File: src/rtl/mpu_rx_pkg.sv
// Shared definitions for the address-filtering serial receiver.
package mpu_rx_pkg;
    // Number of data bits in every frame.
    parameter int DATA_W = 8;

    // Framer states, in the order they are visited for one frame.
    typedef enum logic [2:0] {
        ST_IDLE,
        ST_START,
        ST_DATA,
        ST_ADDR,
        ST_STOP
    } rx_state_e;
endpackage

File: src/rtl/mpu_rx_sync.sv
// Multi-stage synchronizer for the asynchronous serial line.
// Assumes the line idles high, so every stage resets to 1.
module mpu_rx_sync #(
    parameter int STAGES = 2
) (
    input  logic clk,
    input  logic rst_n,
    input  logic d_i,
    output logic q_o
);
    logic [STAGES-1:0] chain_q;

    // Shift the raw input through the flop chain.
    always_ff @(posedge clk) begin
        if (!rst_n) chain_q <= '1;
        else        chain_q <= {chain_q[STAGES-2:0], d_i};
    end

    assign q_o = chain_q[STAGES-1];
endmodule

File: src/rtl/mpu_rx_framer.sv
// Frame receiver. It detects a start bit, checks it again at mid-bit,
// samples DATA_W data bits, one address bit and the stop bit at their
// centres, and emits a one-cycle frame strobe.
// Assumes tick_i pulses at OVS times the bit rate and rx_i is synchronized.
module mpu_rx_framer
    import mpu_rx_pkg::*;
#(
    parameter int OVS = 16
) (
    input  logic              clk,
    input  logic              rst_n,
    input  logic              tick_i,
    input  logic              rx_i,
    output logic              frm_valid_o,
    output logic [DATA_W-1:0] frm_data_o,
    output logic              frm_addr_o,
    output logic              frm_stop_ok_o
);
    localparam int CW   = $clog2(OVS);
    localparam int IW   = $clog2(DATA_W + 1);
    localparam int HALF = OVS / 2;

    rx_state_e         state_q;
    logic [CW-1:0]     tcnt_q;
    logic [IW-1:0]     bidx_q;
    logic [DATA_W-1:0] shift_q;
    logic              addr_q;
    logic              at_centre;

    assign at_centre = (tcnt_q == CW'(OVS - 1));

    // Step the frame state machine once per oversampling tick.
    always_ff @(posedge clk) begin
        if (!rst_n) begin
            state_q       <= ST_IDLE;
            tcnt_q        <= '0;
            bidx_q        <= '0;
            shift_q       <= '0;
            addr_q        <= 1'b0;
            frm_valid_o   <= 1'b0;
            frm_stop_ok_o <= 1'b0;
        end else begin
            frm_valid_o <= 1'b0;
            if (tick_i) begin
                case (state_q)
                    ST_IDLE: begin
                        if (!rx_i) begin
                            state_q <= ST_START;
                            tcnt_q  <= '0;
                        end
                    end
                    ST_START: begin
                        if (tcnt_q == CW'(HALF - 1)) begin
                            tcnt_q <= '0;
                            bidx_q <= '0;
                            state_q <= rx_i ? ST_IDLE : ST_DATA;
                        end else begin
                            tcnt_q <= tcnt_q + 1'b1;
                        end
                    end
                    ST_DATA: begin
                        if (at_centre) begin
                            tcnt_q  <= '0;
                            shift_q <= {rx_i, shift_q[DATA_W-1:1]};
                            if (bidx_q == IW'(DATA_W - 1)) state_q <= ST_ADDR;
                            else                            bidx_q  <= bidx_q + 1'b1;
                        end else begin
                            tcnt_q <= tcnt_q + 1'b1;
                        end
                    end
                    ST_ADDR: begin
                        if (at_centre) begin
                            tcnt_q  <= '0;
                            addr_q  <= rx_i;
                            state_q <= ST_STOP;
                        end else begin
                            tcnt_q <= tcnt_q + 1'b1;
                        end
                    end
                    ST_STOP: begin
                        if (at_centre) begin
                            tcnt_q        <= '0;
                            frm_valid_o   <= 1'b1;
                            frm_stop_ok_o <= rx_i;
                            state_q       <= ST_IDLE;
                        end else begin
                            tcnt_q <= tcnt_q + 1'b1;
                        end
                    end
                    default: state_q <= ST_IDLE;
                endcase
            end
        end
    end

    assign frm_data_o = shift_q;
    assign frm_addr_o = addr_q;

    // the data-bit index never runs past the last data bit.
    assert_bidx_range_R1: assert property (@(posedge clk) disable iff (!rst_n)
        (state_q == ST_DATA) |-> (bidx_q < IW'(DATA_W)));

    // a frame strobe lasts one cycle and leaves the framer idle.
    assert_strobe_single_R1: assert property (@(posedge clk) disable iff (!rst_n)
        frm_valid_o |-> (state_q == ST_IDLE) ##1 !frm_valid_o);
endmodule

File: src/rtl/mpu_rx_regs.sv
// Host-side registers. This module applies the wake-up address filter to
// each received frame, loads the data register, keeps the full flag,
// the sticky error flags and the interrupt pulse.
// Assumes frm_valid_i is a one-cycle strobe and that its data stays stable with it.
module mpu_rx_regs
    import mpu_rx_pkg::*;
(
    input  logic              clk,
    input  logic              rst_n,
    input  logic              frm_valid_i,
    input  logic [DATA_W-1:0] frm_data_i,
    input  logic              frm_addr_i,
    input  logic              frm_stop_ok_i,
    input  logic              wake_set_i,
    input  logic              full_clr_i,
    input  logic              err_clr_i,
    output logic [DATA_W-1:0] rx_data_o,
    output logic              rx_mpb_o,
    output logic              rx_full_o,
    output logic              wake_en_o,
    output logic              frame_err_o,
    output logic              overrun_o,
    output logic              rx_irq_o
);
    logic deliver;

    assign deliver = frm_valid_i && (!wake_en_o || frm_addr_i);

    // Update the flags and the data register from host strobes and frame deliveries.
    always_ff @(posedge clk) begin
        if (!rst_n) begin
            rx_data_o   <= '0;
            rx_mpb_o    <= 1'b0;
            rx_full_o   <= 1'b0;
            wake_en_o   <= 1'b0;
            frame_err_o <= 1'b0;
            overrun_o   <= 1'b0;
            rx_irq_o    <= 1'b0;
        end else begin
            rx_irq_o <= 1'b0;
            if (full_clr_i) rx_full_o <= 1'b0;
            if (err_clr_i) begin
                frame_err_o <= 1'b0;
                overrun_o   <= 1'b0;
            end
            if (deliver) begin
                if (!frm_stop_ok_i) frame_err_o <= 1'b1;
                if (rx_full_o) begin
                    overrun_o <= 1'b1;
                end else begin
                    rx_data_o <= frm_data_i;
                    rx_mpb_o  <= frm_addr_i;
                    rx_full_o <= 1'b1;
                    rx_irq_o  <= 1'b1;
                end
                if (frm_addr_i) wake_en_o <= 1'b0;
            end
            if (wake_set_i) wake_en_o <= 1'b1;
        end
    end

    // a filtered frame leaves data, full flag and interrupt untouched.
    assert_drop_keeps_R3: assert property (@(posedge clk) disable iff (!rst_n)
        (frm_valid_i && wake_en_o && !frm_addr_i && !full_clr_i && !err_clr_i)
        |=> (!rx_irq_o && $stable(rx_data_o) && $stable(rx_full_o) && $stable(frame_err_o)));

    // an interrupt pulse always comes with the full flag set.
    assert_irq_full_R4: assert property (@(posedge clk) disable iff (!rst_n)
        rx_irq_o |-> rx_full_o);

    // the interrupt is a single-cycle pulse.
    assert_irq_pulse_R4: assert property (@(posedge clk) disable iff (!rst_n)
        rx_irq_o |=> !rx_irq_o);

    // an address frame accepted under wake-up clears the flag.
    assert_wake_clear_R5: assert property (@(posedge clk) disable iff (!rst_n)
        (frm_valid_i && wake_en_o && frm_addr_i && !wake_set_i) |=> !wake_en_o);

    // delivery into a full register raises overrun and keeps the data.
    assert_overrun_keep_R8: assert property (@(posedge clk) disable iff (!rst_n)
        (frm_valid_i && (!wake_en_o || frm_addr_i) && rx_full_o && !err_clr_i)
        |=> (overrun_o && $stable(rx_data_o) && !rx_irq_o));
endmodule

File: src/rtl/mpu_rx_top.sv
// Top level of the address-filtering serial receiver. It chains the
// synchronizer, the framer and the host register block.
// Assumes tick_i is a one-cycle strobe at OVS times the bit rate.
module mpu_rx_top
    import mpu_rx_pkg::*;
#(
    parameter int OVS        = 16,
    parameter int SYNC_DEPTH = 2
) (
    input  logic              clk,
    input  logic              rst_n,
    input  logic              rx_i,
    input  logic              tick_i,
    input  logic              wake_set_i,
    input  logic              full_clr_i,
    input  logic              err_clr_i,
    output logic [DATA_W-1:0] rx_data_o,
    output logic              rx_mpb_o,
    output logic              rx_full_o,
    output logic              wake_en_o,
    output logic              frame_err_o,
    output logic              overrun_o,
    output logic              rx_irq_o
);
    logic              rx_sync;
    logic              frm_valid;
    logic [DATA_W-1:0] frm_data;
    logic              frm_addr;
    logic              frm_stop_ok;

    mpu_rx_sync #(.STAGES(SYNC_DEPTH)) sync_i (
        .clk   (clk),
        .rst_n (rst_n),
        .d_i   (rx_i),
        .q_o   (rx_sync)
    );

    mpu_rx_framer #(.OVS(OVS)) framer_i (
        .clk           (clk),
        .rst_n         (rst_n),
        .tick_i        (tick_i),
        .rx_i          (rx_sync),
        .frm_valid_o   (frm_valid),
        .frm_data_o    (frm_data),
        .frm_addr_o    (frm_addr),
        .frm_stop_ok_o (frm_stop_ok)
    );

    mpu_rx_regs regs_i (
        .clk           (clk),
        .rst_n         (rst_n),
        .frm_valid_i   (frm_valid),
        .frm_data_i    (frm_data),
        .frm_addr_i    (frm_addr),
        .frm_stop_ok_i (frm_stop_ok),
        .wake_set_i    (wake_set_i),
        .full_clr_i    (full_clr_i),
        .err_clr_i     (err_clr_i),
        .rx_data_o     (rx_data_o),
        .rx_mpb_o      (rx_mpb_o),
        .rx_full_o     (rx_full_o),
        .wake_en_o     (wake_en_o),
        .frame_err_o   (frame_err_o),
        .overrun_o     (overrun_o),
        .rx_irq_o      (rx_irq_o)
    );
endmodule

File: config.mk
export PLATFORM = sky130hd
export DESIGN_NAME = mpu_rx_top
export DESIGN_NICKNAME = d
export VERILOG_FILES = /design/src/rtl/mpu_rx_pkg.sv /design/src/rtl/mpu_rx_sync.sv /design/src/rtl/mpu_rx_framer.sv /design/src/rtl/mpu_rx_regs.sv /design/src/rtl/mpu_rx_top.sv
export SDC_FILE = /design/constraint.sdc
export NUM_CORES = 1
export LEC_CHECK = 0
export BUFFER_PORTS_ARGS = -buffer_cell sky130_fd_sc_hd__buf_4
export CAP_MARGIN = 20
export CORE_MARGIN = 5
export CORE_UTILIZATION = 56
export CTS_CLUSTER_DIAMETER = 30
export DETAILED_ROUTE_END_ITERATION = 10
export PLACE_DENSITY = 0.8
export RECOVER_POWER = 50
export SLEW_MARGIN = 20
export SYNTH_ARGS = -nofsm -noshare
export SYNTH_HDL_FRONTEND = slang
export SYNTH_SLANG_ARGS = --single-unit
File: constraint.sdc
create_clock -name clk -period 1.8 [get_ports clk]
set_input_delay 0.18 -clock clk [delete_from_list [all_inputs] [get_ports clk]]
set_output_delay 0.18 -clock clk [all_outputs]
set_load 0.02 [all_outputs]
==> metrics <==
Total Routed Length=3.67 mm; height of the die=65.0 um; total standard cell area after synthesis=0.00170 mm2; Synth area leader=sky130_fd_sc_hd__dfxtp_1; Worst IR Drop VDD=0.000427 V; first-pass GRT wire length=6.04 mm; reg-to-reg critical path endpoint=framer_i.state_q[1]; slack of the worst reg-to-reg path=90 ps; detailed-route via count=1527; Pint=1.02 mW; maximum clock insertion buffer count=2; worst hold path startpoint=wake_set_i; clock-pin slew on the worst setup and hold paths=110 ps; worst endpoint required time=2050 ps; Final Cycle Share=95.0%; Filler Cell Count=264; worst-case hold path end point=regs_i.wake_en_o; Post CTS Setup Buffer Count=0; initial antenna violation count=0; residual overflow from global routing=0; status=completed; Sw Pwr=0.337 mW; endpoint kind of the worst setup timing path=flop; portion of total power attributed to combinational logic=6.7%; port bufs=20; Synth Area per Inst=8.61 um2; DR DRC count=0; average wire per cell in the routed design=14.6 um; number of max-slew violations in the final report=0; final RePlAce weighted congestion=0.880; final setup slack of the worst path=90.3 ps; pin count of the biggest net entering global routing=23; EDFF count, synth=0; hold-critical path depth=3; n_diodes=0; vias per inst=6.06; number of buffers added by the clock tree synthesis step=5; max-capacitance violation count=0; instance count of the mapped netlist=197; warnings from Yosys=0; worst setup path category=reg -> reg; # rows=20; worst rel slew slack=62.2%; leading register cell type out of synthesis=sky130_fd_sc_hd__dfxtp_1; switching power share of the total=24.7%; cell count after placement=244; synth top area cells=sky130_fd_sc_hd__dfxtp_1 (45%), sky130_fd_sc_hd__mux2i_1 (5.9%), sky130_fd_sc_hd__a21oi_1 (5.0%); pre-CTS setup slack=57.2 ps; total cell area at the placement stage=0.00187 mm2; power per standard cell area=714 mW/mm2; cell area after layout=0.00190 mm2; number of setup violations in the final report=0; TritonCTS Sinks=38; share of total power in sequential cells=62.9%; async set or reset register ratio after synthesis=0%; global router's overall resource usage=18.6%; number of top-level pins=21; start of the worst register-to-register path=framer_i.state_q[2]; arrival time of data at the critical path endpoint=1960 ps; final worst path period need=1710 ps; net count of the mapped netlist=206; count of different cell masters after synthesis=40; Core Area=0.00298 mm2; path class of the lowest-slack min-delay path=in -> reg; total power draw=1.36 mW; worst reg-to-reg path cell count=4; CTS tree=built; number of H-tree branching levels=2; final count of hold timing violations=0; Slew @ Worst Pin=565 ps; Net count, final=228; share of layout cells above drive strength 1=11.4%; startpoint type of the worst setup path=flop; sequential fraction of the synthesis area=44.8%; Post-Layout Cell Count=252; number of DRC markers after the initial detailed-route iteration=120; maximum clock rate=0.585 GHz; number of routed nets with antenna violations=0; vias in the first global route=1398; initial standard-cell utilization of the core=57.0%; Worst Skew=15.4 ps; proportion of power drawn by the clock network=30.4%; critical path fanouts, max=13; drt first pass iters=4; post-route setup TNS=0 ps; die area=0.00423 mm2; worst hold margin=44.0 ps; insertion delay of the later-clocked pin in the worst-skew pair=350 ps; die span in x=65.0 um; DPL Wire Length=2.60 mm; synthesis-stage register bit count=38; signed area change from the synthesized netlist to the final layout=12.2%; Static Leakage=0.714 nW; post-synth top area share=44.8%; Util after Layout=63.9%; CTS Root Cell=sky130_fd_sc_hd__clkbuf_4
synthesized netlist by cell type, types with 5 or more instances:
master	n
sky130_fd_sc_hd__a21oi_1	17
sky130_fd_sc_hd__o21ai_0	15
sky130_fd_sc_hd__nor3_1	5
sky130_fd_sc_hd__mux2i_1	10
sky130_fd_sc_hd__inv_1	7
sky130_fd_sc_hd__dfxtp_1	38
sky130_fd_sc_hd__nor2_1	18
sky130_fd_sc_hd__nand3_1	8
sky130_fd_sc_hd__nand2_1	21
sky130_fd_sc_hd__clkbuf_1	6
sky130_fd_sc_hd__nand2b_1	5
power by group through the flow:
stage | combinational [mW] | sequential [mW] | clock (mW)
global placement | 0.0795 | 0.873 | 0
CTS | 0.0823 | 0.855 | 0.425
detailed placement | 0.0818 | 0.874 | 0
finish | 0.0914 | 0.855 | 0.413
floorplan | 0.0560 | 0.872 | 0
global route | 0.0991 | 0.857 | 0.478
per-layer routing:
metal	GRT usage (%)	wire length [um]
met5	0	0
met4	9.59	55
met3	6.93	214
met2	31.8	1860
met1	19.8	1540
registers in the layout, indices dropped and copies added, names as in the netlist:
name	count
regs_i.overrun_o	1
framer_i.frm_addr_o	1
regs_i.wake_en_o	1
framer_i.state_q	3
regs_i.rx_mpb_o	1
framer_i.frm_stop_ok_o	1
regs_i.rx_data_o	8
regs_i.frame_err_o	1
regs_i.rx_full_o	1
sync_i.chain_q	2
framer_i.tcnt_q	4
regs_i.rx_irq_o	1
framer_i.frm_valid_o	1
framer_i.bidx_q	4
framer_i.frm_data_o	8
how the worst max path moves through the flow:
stage	from	to	cells after the start
floorplan	framer_i.tcnt_q[0]	framer_i.tcnt_q[3]	5
global placement	framer_i.state_q[0]	framer_i.state_q[0]	4
detailed placement	framer_i.state_q[0]	framer_i.bidx_q[3]	4
CTS	framer_i.state_q[0]	framer_i.bidx_q[3]	4
global route	framer_i.state_q[2]	framer_i.state_q[1]	4
finish	framer_i.state_q[2]	framer_i.state_q[1]	4
final cells by class:
| cell class | count | area [um2] | area share, % |
|---|---|---|---|
| Timing Repair Buffer | 25 | 135 | 7.10 |
| Clock buffer | 5 | 37.5 | 1.97 |
| Inverter | 7 | 26.3 | 1.38 |
| Sequential cell | 38 | 763 | 40.1 |
| Tap cell | 33 | 41.3 | 2.17 |
| Multi-Input combinational cell | 142 | 891 | 46.8 |
| Clock inverter | 2 | 10.0 | 0.526 |
layout by cell type, fill, tap and decap left out, drive strengths merged, types with 3 or more instances in the layout:
cell type,instances
nor3,5
nand3b,4
nor2,19
o21ai,15
clkbuf,21
nand3,8
nor4,3
inv,7
a21oi,17
nand2b,5
nand4b,3
dfxtp,38
nand4,4
mux2i,10
nand2,21
buf,8
logic make-up (layout without fill, tap and decap cells):
logic type      count (synthesis)  count (layout)  share of synthesized area (%)
compound gates                 46              46                           16.4
simple gates                   82              82                           26.2
mux                            10              10                           5.90
flops                          38              38                           44.8
buf+inv                        17              39                           4.20
fa+ha+maj                       2               2                           1.47
xor+xnor                        2               2                           1.03
critical path, cell delays in order (launching register included):
cell and delay [ps]:
sky130_fd_sc_hd__dfxtp_1 570, sky130_fd_sc_hd__or3b_1 450, sky130_fd_sc_hd__a21oi_1 340, sky130_fd_sc_hd__nor4b_4 100
sky130_fd_sc_hd__o2bb2ai_1 150
timing repair:
| item | 4_1_cts | 5_1_grt |
|---|---|---|
| gates resized for setup | 0 | 5 |
| hold buffers | 0 | 1 |
| endpoints found under the hold margin | 0 | 1 |
| endpoints found under the setup margin | 0 | 13 |
Power figures use the tool's default switching activity.
